## src/rtl/adc_sar_pkg.sv

```systemverilog
package adc_sar_pkg;
   typedef enum logic [1:0] {
      SAR_IDLE   = 2'd0,
      SAR_SAMPLE = 2'd1,
      SAR_BITS   = 2'd2
   } sar_state_e;

   localparam int CTL_W     = 6;
   localparam int CTL_START = 3;
   localparam int CTL_EOC   = 4;
   localparam int CTL_EN    = 5;
endpackage

```

## src/rtl/adc_setup_timer.sv

```systemverilog
module adc_setup_timer #(
   parameter int SETUP_CLKS = 4
) (
   input  logic clk,
   input  logic rst_n,
   input  logic en,
   output logic ready
);
   generate
      if (SETUP_CLKS == 0) begin : g_no_wait
         assign ready = en;
      end else begin : g_wait
         localparam int CNT_W = $clog2(SETUP_CLKS + 1);
         localparam logic [CNT_W-1:0] LIMIT = CNT_W'(SETUP_CLKS);
         logic [CNT_W-1:0] cnt;

         always_ff @(posedge clk) begin
            if (!rst_n || !en) cnt <= '0;
            else if (cnt != LIMIT) cnt <= cnt + 1'b1;
         end

         assign ready = en && (cnt == LIMIT);


         ready_needs_en_chk: assert property (@(posedge clk) disable iff (!rst_n)
            $rose(ready) |-> $past(en));
      end
   endgenerate
endmodule

```

## src/rtl/adc_sar_engine.sv

```systemverilog
module adc_sar_engine
   import adc_sar_pkg::*;
#(
   parameter int RES_W = 10
) (
   input  logic             clk,
   input  logic             rst_n,
   input  logic             go,
   input  logic             abort,
   input  logic             cmp_in,
   output logic             sh_strobe,
   output logic [RES_W-1:0] dac_code,
   output logic             busy,
   output logic             last,
   output logic [RES_W-1:0] result
);
   localparam int IDX_W = (RES_W > 1) ? $clog2(RES_W) : 1;
   localparam logic [IDX_W-1:0] TOP_IDX = IDX_W'(RES_W - 1);

   sar_state_e       state;
   logic [IDX_W-1:0] idx;
   logic [RES_W-1:0] acc;

   always_ff @(posedge clk) begin
      if (!rst_n) begin
         state <= SAR_IDLE;
         idx   <= '0;
         acc   <= '0;
      end else if (abort) begin
         state <= SAR_IDLE;
      end else begin
         unique case (state)
            SAR_IDLE: if (go) begin
               state <= SAR_SAMPLE;
               acc   <= '0;
            end
            SAR_SAMPLE: begin
               state <= SAR_BITS;
               idx   <= TOP_IDX;
            end
            SAR_BITS: begin
               acc[idx] <= cmp_in;
               if (idx == '0) state <= SAR_IDLE;
               else idx <= idx - 1'b1;
            end
            default: state <= SAR_IDLE;
         endcase
      end
   end

   assign sh_strobe = (state == SAR_SAMPLE);
   assign busy      = (state != SAR_IDLE);
   assign last      = (state == SAR_BITS) && (idx == '0);

   generate
      for (genvar i = 0; i < RES_W; i++) begin : g_bit
         assign dac_code[i] = acc[i] | ((state == SAR_BITS) && (idx == IDX_W'(i)));
         if (i == 0) begin : g_lsb
            assign result[i] = last ? cmp_in : acc[i];
         end else begin : g_upper
            assign result[i] = acc[i];
         end
      end
   endgenerate


   sample_one_clk_chk: assert property (@(posedge clk) disable iff (!rst_n)
      sh_strobe |=> !sh_strobe);

   launch_to_sample_chk: assert property (@(posedge clk) disable iff (!rst_n)
      (!busy && go && !abort) |=> sh_strobe);
endmodule

```

## src/rtl/adc_ctl_regs.sv

```systemverilog
module adc_ctl_regs
   import adc_sar_pkg::*;
#(
   parameter int CHAN_W = 3,
   parameter int RES_W  = 10,
   parameter int HI_W   = 8,
   localparam int LO_W  = RES_W - HI_W
) (
   input  logic              clk,
   input  logic              rst_n,
   input  logic              wr,
   input  logic [CTL_W-1:0]  wdata,
   input  logic              busy,
   input  logic              last,
   input  logic [RES_W-1:0]  result,
   output logic              abort,
   output logic              en,
   output logic              start,
   output logic              eoc,
   output logic [CHAN_W-1:0] chan,
   output logic [HI_W-1:0]   res_hi,
   output logic [LO_W-1:0]   res_lo
);
   logic commit;

   assign abort  = wr && !wdata[CTL_EN];
   assign commit = last && !abort;

   always_ff @(posedge clk) begin
      if (!rst_n) begin
         en     <= 1'b0;
         start  <= 1'b0;
         eoc    <= 1'b0;
         chan   <= '0;
         res_hi <= '0;
         res_lo <= '0;
      end else begin
         if (wr) en <= wdata[CTL_EN];

         if (abort || commit) start <= 1'b0;
         else if (wr && !busy) start <= wdata[CTL_START];

         if (wr && !busy) chan <= wdata[CHAN_W-1:0];

         if (commit) eoc <= 1'b1;
         else if (wr && !wdata[CTL_EOC]) eoc <= 1'b0;

         if (commit) {res_hi, res_lo} <= result;
      end
   end


   done_same_edge_chk: assert property (@(posedge clk) disable iff (!rst_n)
      commit |=> (eoc && !start));

   chan_frozen_chk: assert property (@(posedge clk) disable iff (!rst_n)
      busy |=> $stable(chan));

   start_held_chk: assert property (@(posedge clk) disable iff (!rst_n)
      busy |-> start);

   eoc_sticky_chk: assert property (@(posedge clk) disable iff (!rst_n)
      (eoc && !(wr && !wdata[CTL_EOC])) |=> eoc);
endmodule

```

## src/rtl/adc_sar_ctrl.sv

```systemverilog
module adc_sar_ctrl
   import adc_sar_pkg::*;
#(
   parameter int CHAN_W     = 3,
   parameter int RES_W      = 10,
   parameter int HI_W       = 8,
   parameter int SETUP_CLKS = 4,
   localparam int LO_W      = RES_W - HI_W
) (
   input  logic              clk,
   input  logic              rst_n,
   input  logic              ctl_wr,
   input  logic [CTL_W-1:0]  ctl_wdata,
   output logic [CTL_W-1:0]  ctl_rdata,
   input  logic              irq_en,
   output logic              irq,
   output logic [CHAN_W-1:0] chan_sel,
   output logic              sh_strobe,
   output logic [RES_W-1:0]  dac_code,
   input  logic              cmp_in,
   output logic [HI_W-1:0]   res_hi,
   output logic [LO_W-1:0]   res_lo
);
   generate
      if (CHAN_W != CTL_START) begin : g_bad_chan
         $error("CHAN_W must fill the field below the run request bit");
      end
      if (RES_W < 2) begin : g_bad_res
         $error("RES_W must be at least 2");
      end
      if (HI_W < 1 || HI_W >= RES_W) begin : g_bad_split
         $error("HI_W must lie between 1 and RES_W-1");
      end
   endgenerate

   logic             ready, busy, last, abort;
   logic             en, start, eoc;
   logic [RES_W-1:0] result;

   adc_setup_timer #(.SETUP_CLKS(SETUP_CLKS)) u_timer (
      .clk(clk), .rst_n(rst_n), .en(en), .ready(ready)
   );

   adc_sar_engine #(.RES_W(RES_W)) u_engine (
      .clk(clk), .rst_n(rst_n), .go(start && ready), .abort(abort),
      .cmp_in(cmp_in), .sh_strobe(sh_strobe), .dac_code(dac_code),
      .busy(busy), .last(last), .result(result)
   );

   adc_ctl_regs #(.CHAN_W(CHAN_W), .RES_W(RES_W), .HI_W(HI_W)) u_regs (
      .clk(clk), .rst_n(rst_n), .wr(ctl_wr), .wdata(ctl_wdata),
      .busy(busy), .last(last), .result(result), .abort(abort),
      .en(en), .start(start), .eoc(eoc), .chan(chan_sel),
      .res_hi(res_hi), .res_lo(res_lo)
   );

   always_comb begin
      ctl_rdata                 = '0;
      ctl_rdata[CHAN_W-1:0]     = chan_sel;
      ctl_rdata[CTL_START]      = start;
      ctl_rdata[CTL_EOC]        = eoc;
      ctl_rdata[CTL_EN]         = en;
   end

   assign irq = irq_en && eoc;


   setup_before_sample_chk: assert property (@(posedge clk) disable iff (!rst_n)
      $rose(sh_strobe) |-> $past(ready));

   abort_no_flag_chk: assert property (@(posedge clk) disable iff (!rst_n)
      (ctl_wr && !ctl_wdata[CTL_EN] && !eoc) |=> !eoc);
endmodule

```

## config.mk

```make
export PLATFORM = sky130hd
export DESIGN_NAME = adc_sar_ctrl
export DESIGN_NICKNAME = d
export VERILOG_FILES = /design/src/rtl/adc_sar_pkg.sv /design/src/rtl/adc_setup_timer.sv /design/src/rtl/adc_sar_engine.sv /design/src/rtl/adc_ctl_regs.sv /design/src/rtl/adc_sar_ctrl.sv
export SDC_FILE = /design/constraint.sdc
export NUM_CORES = 1
export LEC_CHECK = 0
export BUFFER_PORTS_ARGS = -buffer_cell sky130_fd_sc_hd__buf_4
export CORE_MARGIN = 2
export CORE_UTILIZATION = 55
export DETAILED_ROUTE_END_ITERATION = 16
export PLACE_DENSITY = 0.86
export SETUP_SLACK_MARGIN = 0.1
export SLEW_MARGIN = 20
export SYNTH_ARGS = -nofsm -noshare
export SYNTH_HDL_FRONTEND = slang
export SYNTH_HIERARCHICAL = 1
export SYNTH_SLANG_ARGS = --single-unit
```

## constraint.sdc

```tcl
create_clock -name clk -period 4.85 [get_ports clk]
set_input_delay 0 -clock clk [delete_from_list [all_inputs] [get_ports clk]]
set_output_delay 0 -clock clk [all_outputs]
set_load 0.1 [all_outputs]
```

# ---- After elaboration in Yosys (flattened, before gate mapping)
# Index checks and enable logic that the tools add are counted.
dict set report totals {
  reg_bits 35
  latch_bits 0
  mem_bits_rw 0
  mem_bits_ro 0
  in_bits 11
  out_inout_bits 31
  elab_cells 92
  mem_count 0
}
dict set report classes {
  addsub 2
  mul 0
  div 0
  magnitude_cmp 2
  eq_ne 16
  n_shift 0
  n_mux 13
  bitwise_logic 12
  n_reduce_logical 37
}
# operator count
set op_table {}
lappend op_table {{$pmux 10 s2} 1}
lappend op_table {{$logic_and 1x1->1} 18}
lappend op_table {{$eq 4x3->1 const B} 4}
lappend op_table {{$bwmux 10} 1}
lappend op_table {{$mux 10} 1}
lappend op_table {{$or 1x1->1} 10}
lappend op_table {{$eq 4x2->1 const B} 2}
lappend op_table {{$eq 4x4->1 const B} 2}
lappend op_table {{$pmux 4 s2} 1}
lappend op_table {{$reduce_bool 2->1} 4}
lappend op_table {{$logic_not 1->1} 6}
lappend op_table {{$pmux 2 s3} 1}
lappend op_table {{$reduce_and 3->1} 2}
lappend op_table {{$lt 4x5->1 const B} 1}
lappend op_table {{$demux 1 s4} 1}
lappend op_table {{$eq 4x1->1 const B} 1}
lappend op_table {{$ge 4x1->1 const B} 1}
lappend op_table {{$logic_not 4->1} 1}
lappend op_table {{$mux 1} 4}
lappend op_table {{$mux 2} 2}
lappend op_table {{$mux 4} 1}
lappend op_table {{$ne 2x1->1 const B} 2}
lappend op_table {{$reduce_or 2->1} 2}
lappend op_table {{$sub 4x1->4 const B} 1}
lappend op_table {{10 further kinds} 12}

# ---- Logic depth before layout (Yosys ltp)
dict set report logic_depth {
  depth_word 6
  mapped_depth 7
  depth_no_buf 7
}

# ---- Hierarchy
# Netlist, hierarchy kept.
# module instances cells_each area_per_inst_um2
set by_module_without_submodules {}
lappend by_module_without_submodules {adc_sar_engine 1 131 1164.9}
lappend by_module_without_submodules {adc_ctl_regs 1 67 670.6}
lappend by_module_without_submodules {adc_setup_timer 1 18 165.2}
lappend by_module_without_submodules {adc_sar_ctrl 1 8 57.6}

# ---- Worst setup path after synthesis
# OpenSTA, ideal clock, no wires.
dict set report synth_path {
  path_type {flip-flop to output port}
  start {reg u_engine.state[0]}
  end {out dac_code[9]}
  arrival_time_ns 1.967
  t_required_ns 4.850
  path_slack_ns 2.883
  stages_incl_launch_ff 7
  cell_sequence {dfxtp_1 -> inv_1 -> ha_1 -> buf_2 -> clkbuf_1 -> buf_2 -> a41o_1}
}
dict set report synth_via {
  elab_chain_len 3
}
# element line_no
set synth_rtl {}
lappend synth_rtl {{start, declared} adc_sar_engine.sv:20} ;# sar_state_e state;
lappend synth_rtl {{start signal, assigned} adc_sar_engine.sv:26} ;# state <= SAR_IDLE;
lappend synth_rtl {{start signal, assigned} adc_sar_engine.sv:30} ;# state <= SAR_IDLE;
lappend synth_rtl {{start signal, assigned} adc_sar_engine.sv:34} ;# state <= SAR_SAMPLE;
lappend synth_rtl {{$eq 2x2->1} adc_sar_engine.sv:57} ;# assign dac_code[i] = acc[i] | ((state == SAR_BITS) && (idx == IDX_W'(i)));
lappend synth_rtl {{$logic_and 1x1->1} adc_sar_engine.sv:57}
lappend synth_rtl {{$or 1x1->1} adc_sar_engine.sv:57}
lappend synth_rtl {{end, declared} adc_sar_ctrl.sv:19} ;# output logic [RES_W-1:0] dac_code,
# Every way passes these cells.

# ---- Final worst setup path
dict set report layout_path {
  start {reg u_engine.state[0]}
  end {reg u_engine.acc[5]}
}
dict set report layout_via {
  elab_chain_len 3
  word_cells_on_any_way 6
  classes_between {2 x eq/ne; 1 x mux; 3 x reduce/logical}
}
# element line_no
set layout_rtl {}
lappend layout_rtl {{$logic_not 2->1 or $eq 2x2->1 (tied branches)} adc_sar_engine.sv:32} ;# unique case (state)
lappend layout_rtl {{$ne 2x1->1 (no source line) or $reduce_bool 2->1 (tied branches)} --}
lappend layout_rtl {{$reduce_and 3->1 (no source line)} --}
lappend layout_rtl {{end signal, assigned by index} adc_sar_engine.sv:42} ;# acc[idx] <= cmp_in;
lappend layout_rtl {{end, declared} adc_sar_engine.sv:22} ;# logic [RES_W-1:0] acc;
# Several ways; a longest one is shown, not always the timed one.
# A chain may end at the register's enable or synchronous reset.

==> flow_metrics.tcl <==
set metrics [dict create \
    clk_path_buf_depth 2 \
    tritoncts "built" \
    synth_area_per_cell_sq_um 9.189 \
    cp_slowest_cell "ha_1" \
    cts_sinks 35 \
    setup-tns-final_ns 0 \
    max_cap_violations 0 \
    leakage_uw 0.0009672 \
    setup_viol 0 \
    placementRows 22 \
    reg2reg_depth 5 \
    htreeDepth 2 \
    grt_use_total_pct 21.56 \
    r2r_setup_slack_ns 2.33 \
    cts_setup_buffers 0 \
    power-per-cell-area_nw_per_um2 263.0 \
    chipWidth_um 65.18 \
    area_growth_pct 15.74 \
    synth.distinct_cells 47 \
    dieArea_sq_um 4248 \
    rsz0062_at_grt "false" \
    hold_path_class "in2reg" \
    clock_latency_ns 0.29 \
    slew_headroom_pct 35.76 \
    dr.first_iter.drc_count 95 \
    wl_per_cell_um 14.88 \
    place_congestion 0.7806 \
    timing.final.ws_setup_ns 2.332 \
    crit_type "reg2reg" \
    final.setup_skew_ns 0.005710 \
    layout_commonest_cell "buf_4" \
    status "finished, final reports clean" \
    cts_buffers 5 \
    reg2reg_from "u_engine/state[0]" \
    hold_depth 3 \
    antenna_cells 0 \
    synth_top_family_by_area "simple AND/OR/NAND/NOR gates" \
    cp.required_ns 5.04 \
    synth-compound-area-share_pct 16.23 \
    min_from "ctl_wdata[5]" \
    finalCritPeriodShare_pct 51.92 \
    nets 267 \
    clkTransAtPathRegs_ns 0.07 \
    ioPinCount 42 \
    timing_hold_violations_final 0 \
    vias 1677 \
    synth-simple-area-share_pct 21.70 \
    grt_pass1_vias 1528 \
    synth_top_area_share_pct 34.04 \
    start_kind "flop" \
    post_cts_resized 0 \
    end_kind "flop" \
    synthXorXnorAreaFrac_pct 0 \
    synth_warnings 6 \
    crit_chain "inv_1, ha_1, mux2i_1, a211o_1, a32o_1" \
    worstPathMaxFanout 27 \
    synth-adder-area-share_pct 6.079 \
    ys_seq_elements 35 \
    fin_crit_ns 2.518 \
    drv_slew 0 \
    grt.overflow.total 0 \
    grt_pass1_wl_um 7107 \
    synth_fp_nets 245 \
    vdd_ir_drop_max_mv 0.1115 \
    netlist_instances 224 \
    cpPeakStageDelay_ns 0.77 \
    via_per_inst 5.685 \
    max_freq_ghz 0.3971 \
    initial_core_util_pct 56.65 \
    drc 0 \
    yosysSeqAreaShare_pct 34.04 \
    final_cell_mix "buf_4, dfxtp_1, nand2_1, mux2i_1" \
    synth.area.mux_share_pct 10.33 \
    post-synth-top-area-cell "dfxtp_1" \
    synth_area_sq_um 2058 \
    drive_above_1_share_pct 28.34 \
    ant_nets 0 \
    synthTopCellsByArea "dfxtp_1, mux2i_1, buf_4, ha_1, nand2_1" \
    worstMarginPinSlew_ns 0.9368 \
    grt_max_degree 45 \
    min_to "u_regs/en" \
    cts-root-buf "clkbuf_8" \
    die_y_um 65.18 \
    antenna_found_initial 0 \
    core_area_sq_um 3633 \
    routed_wl_um 4390 \
    dp_slack_ns 2.414 \
    hpwlAfterDp_um 2856 \
    io_buffer_count 41 \
    drt_pass1_iterations 5 \
    crit_arrival_ns 2.71 \
    reg2reg_to "u_engine/acc[5]" \
]
[flip-flops by register name, summed over array words and instances, names as in the netlist]
signal              cells
u_engine/acc           10
u_regs/start            1
u_regs/eoc              1
u_regs/chan             3
u_timer/g_wait.cnt      3
u_engine/idx            4
u_regs/res_lo           2
u_regs/en               1
u_regs/res_hi           8
u_engine/state          2
[Yosys cell counts, drive strengths merged]
master and instances:
a211o 6, nor4 2, buf 24, nand3 5, nor2b 9, ha 10, a21oi 4, nor4b 1
o21ai 2, and2 2, o221a 1, or2 2, o211a 1, dfxtp 35, a21o 2, a211oi 4
a32o 6, a21bo 1, clkbuf 6, a31o 7, o32ai 1, mux2 2, a21boi 1, o22ai 3
nand3b 7, o21a 1, nand2b 1, and2b 2, nand4b 1, and4bb 1, inv 10, and3 1
nor3 2, mux2i 19, nand2 31, and3b 2, or3b 4, nor2 4, a41o 1
[routing by layer]
metal  global-route usage (%)  up-vias  wire length, um
met5                        0        -                0
met4                    8.073        0              104
met3                    5.993       12              265
met2                    36.48       60             2161
met1                    26.00      787             1860
li1                         -      818                -
[worst max-delay path by stage]
stage / from / to
detailed placement: u_engine/state[0] / u_engine/acc[7]
floorplan: u_engine/state[0] / dac_code[9]
finish: u_engine/state[0] / u_engine/acc[5]
global placement: u_engine/state[0] / u_engine/acc[7]
global route: u_engine/state[0] / u_engine/acc[7]
CTS: u_engine/state[0] / u_engine/acc[7]
[through the flow]
stage / hold WS, ns / util, % / total power (uW) / std cells / area (sq um)
finish: 0.01275 / 65.56 / 626.5 / 295 / 2382
global route: 0.03485 / 65.56 / 645.7 / 295 / 2382
CTS: 0.0003230 / 65.56 / 630.2 / 295 / 2382
detailed placement: 0.2726 / 61.23 / 357.6 / 283 / 2225
global placement: 0.2630 / 61.23 / 356.7 / 283 / 2225
floorplan: 0.1537 / - / 346.1 / 224 / 2058
[power by group]
part	total (uW)	internal [uW]	switching, uW
clock network	272	166	106
logic	61.9	17.9	44.0
registers	293	290	2.57
[critical path: cells and delay by family (launching register included)]
family	cells	cell delay (ns)
muxes	1	0.54
DFF	1	0.33
buffers and inverters	1	0.11
adders and majority gates	1	0.77
AOI/OAI and AO/OA	2	0.66
[area by class of cell]
cell class,count,area (sq um)
Clock buffer,6,82.58
Clock inverter,2,35.03
Fill cell,300,1251
Inverter,10,37.54
Multi-Input combinational cell,149,1119
Sequential cell,35,700.7
Tap cell,48,60.06
Timing Repair Buffer,45,347.8
[cells by family (layout without fill, tap and decap cells)]
group                      Yosys count  after routing
and+or+nand+nor                     77             77
AOI/OAI and AO/OA                   41             41
buffers and inverters               40             63
DFF                                 35             35
muxes                               21             21
adders and majority gates           10             10
[repair_timing]
item / CTS / global route
endpoints found under the hold margin: 4 / 0
hold buffers: 4 / 0
setup endpoints to repair: 0 / 0
No activity file was read; power rests on OpenSTA's default activity.
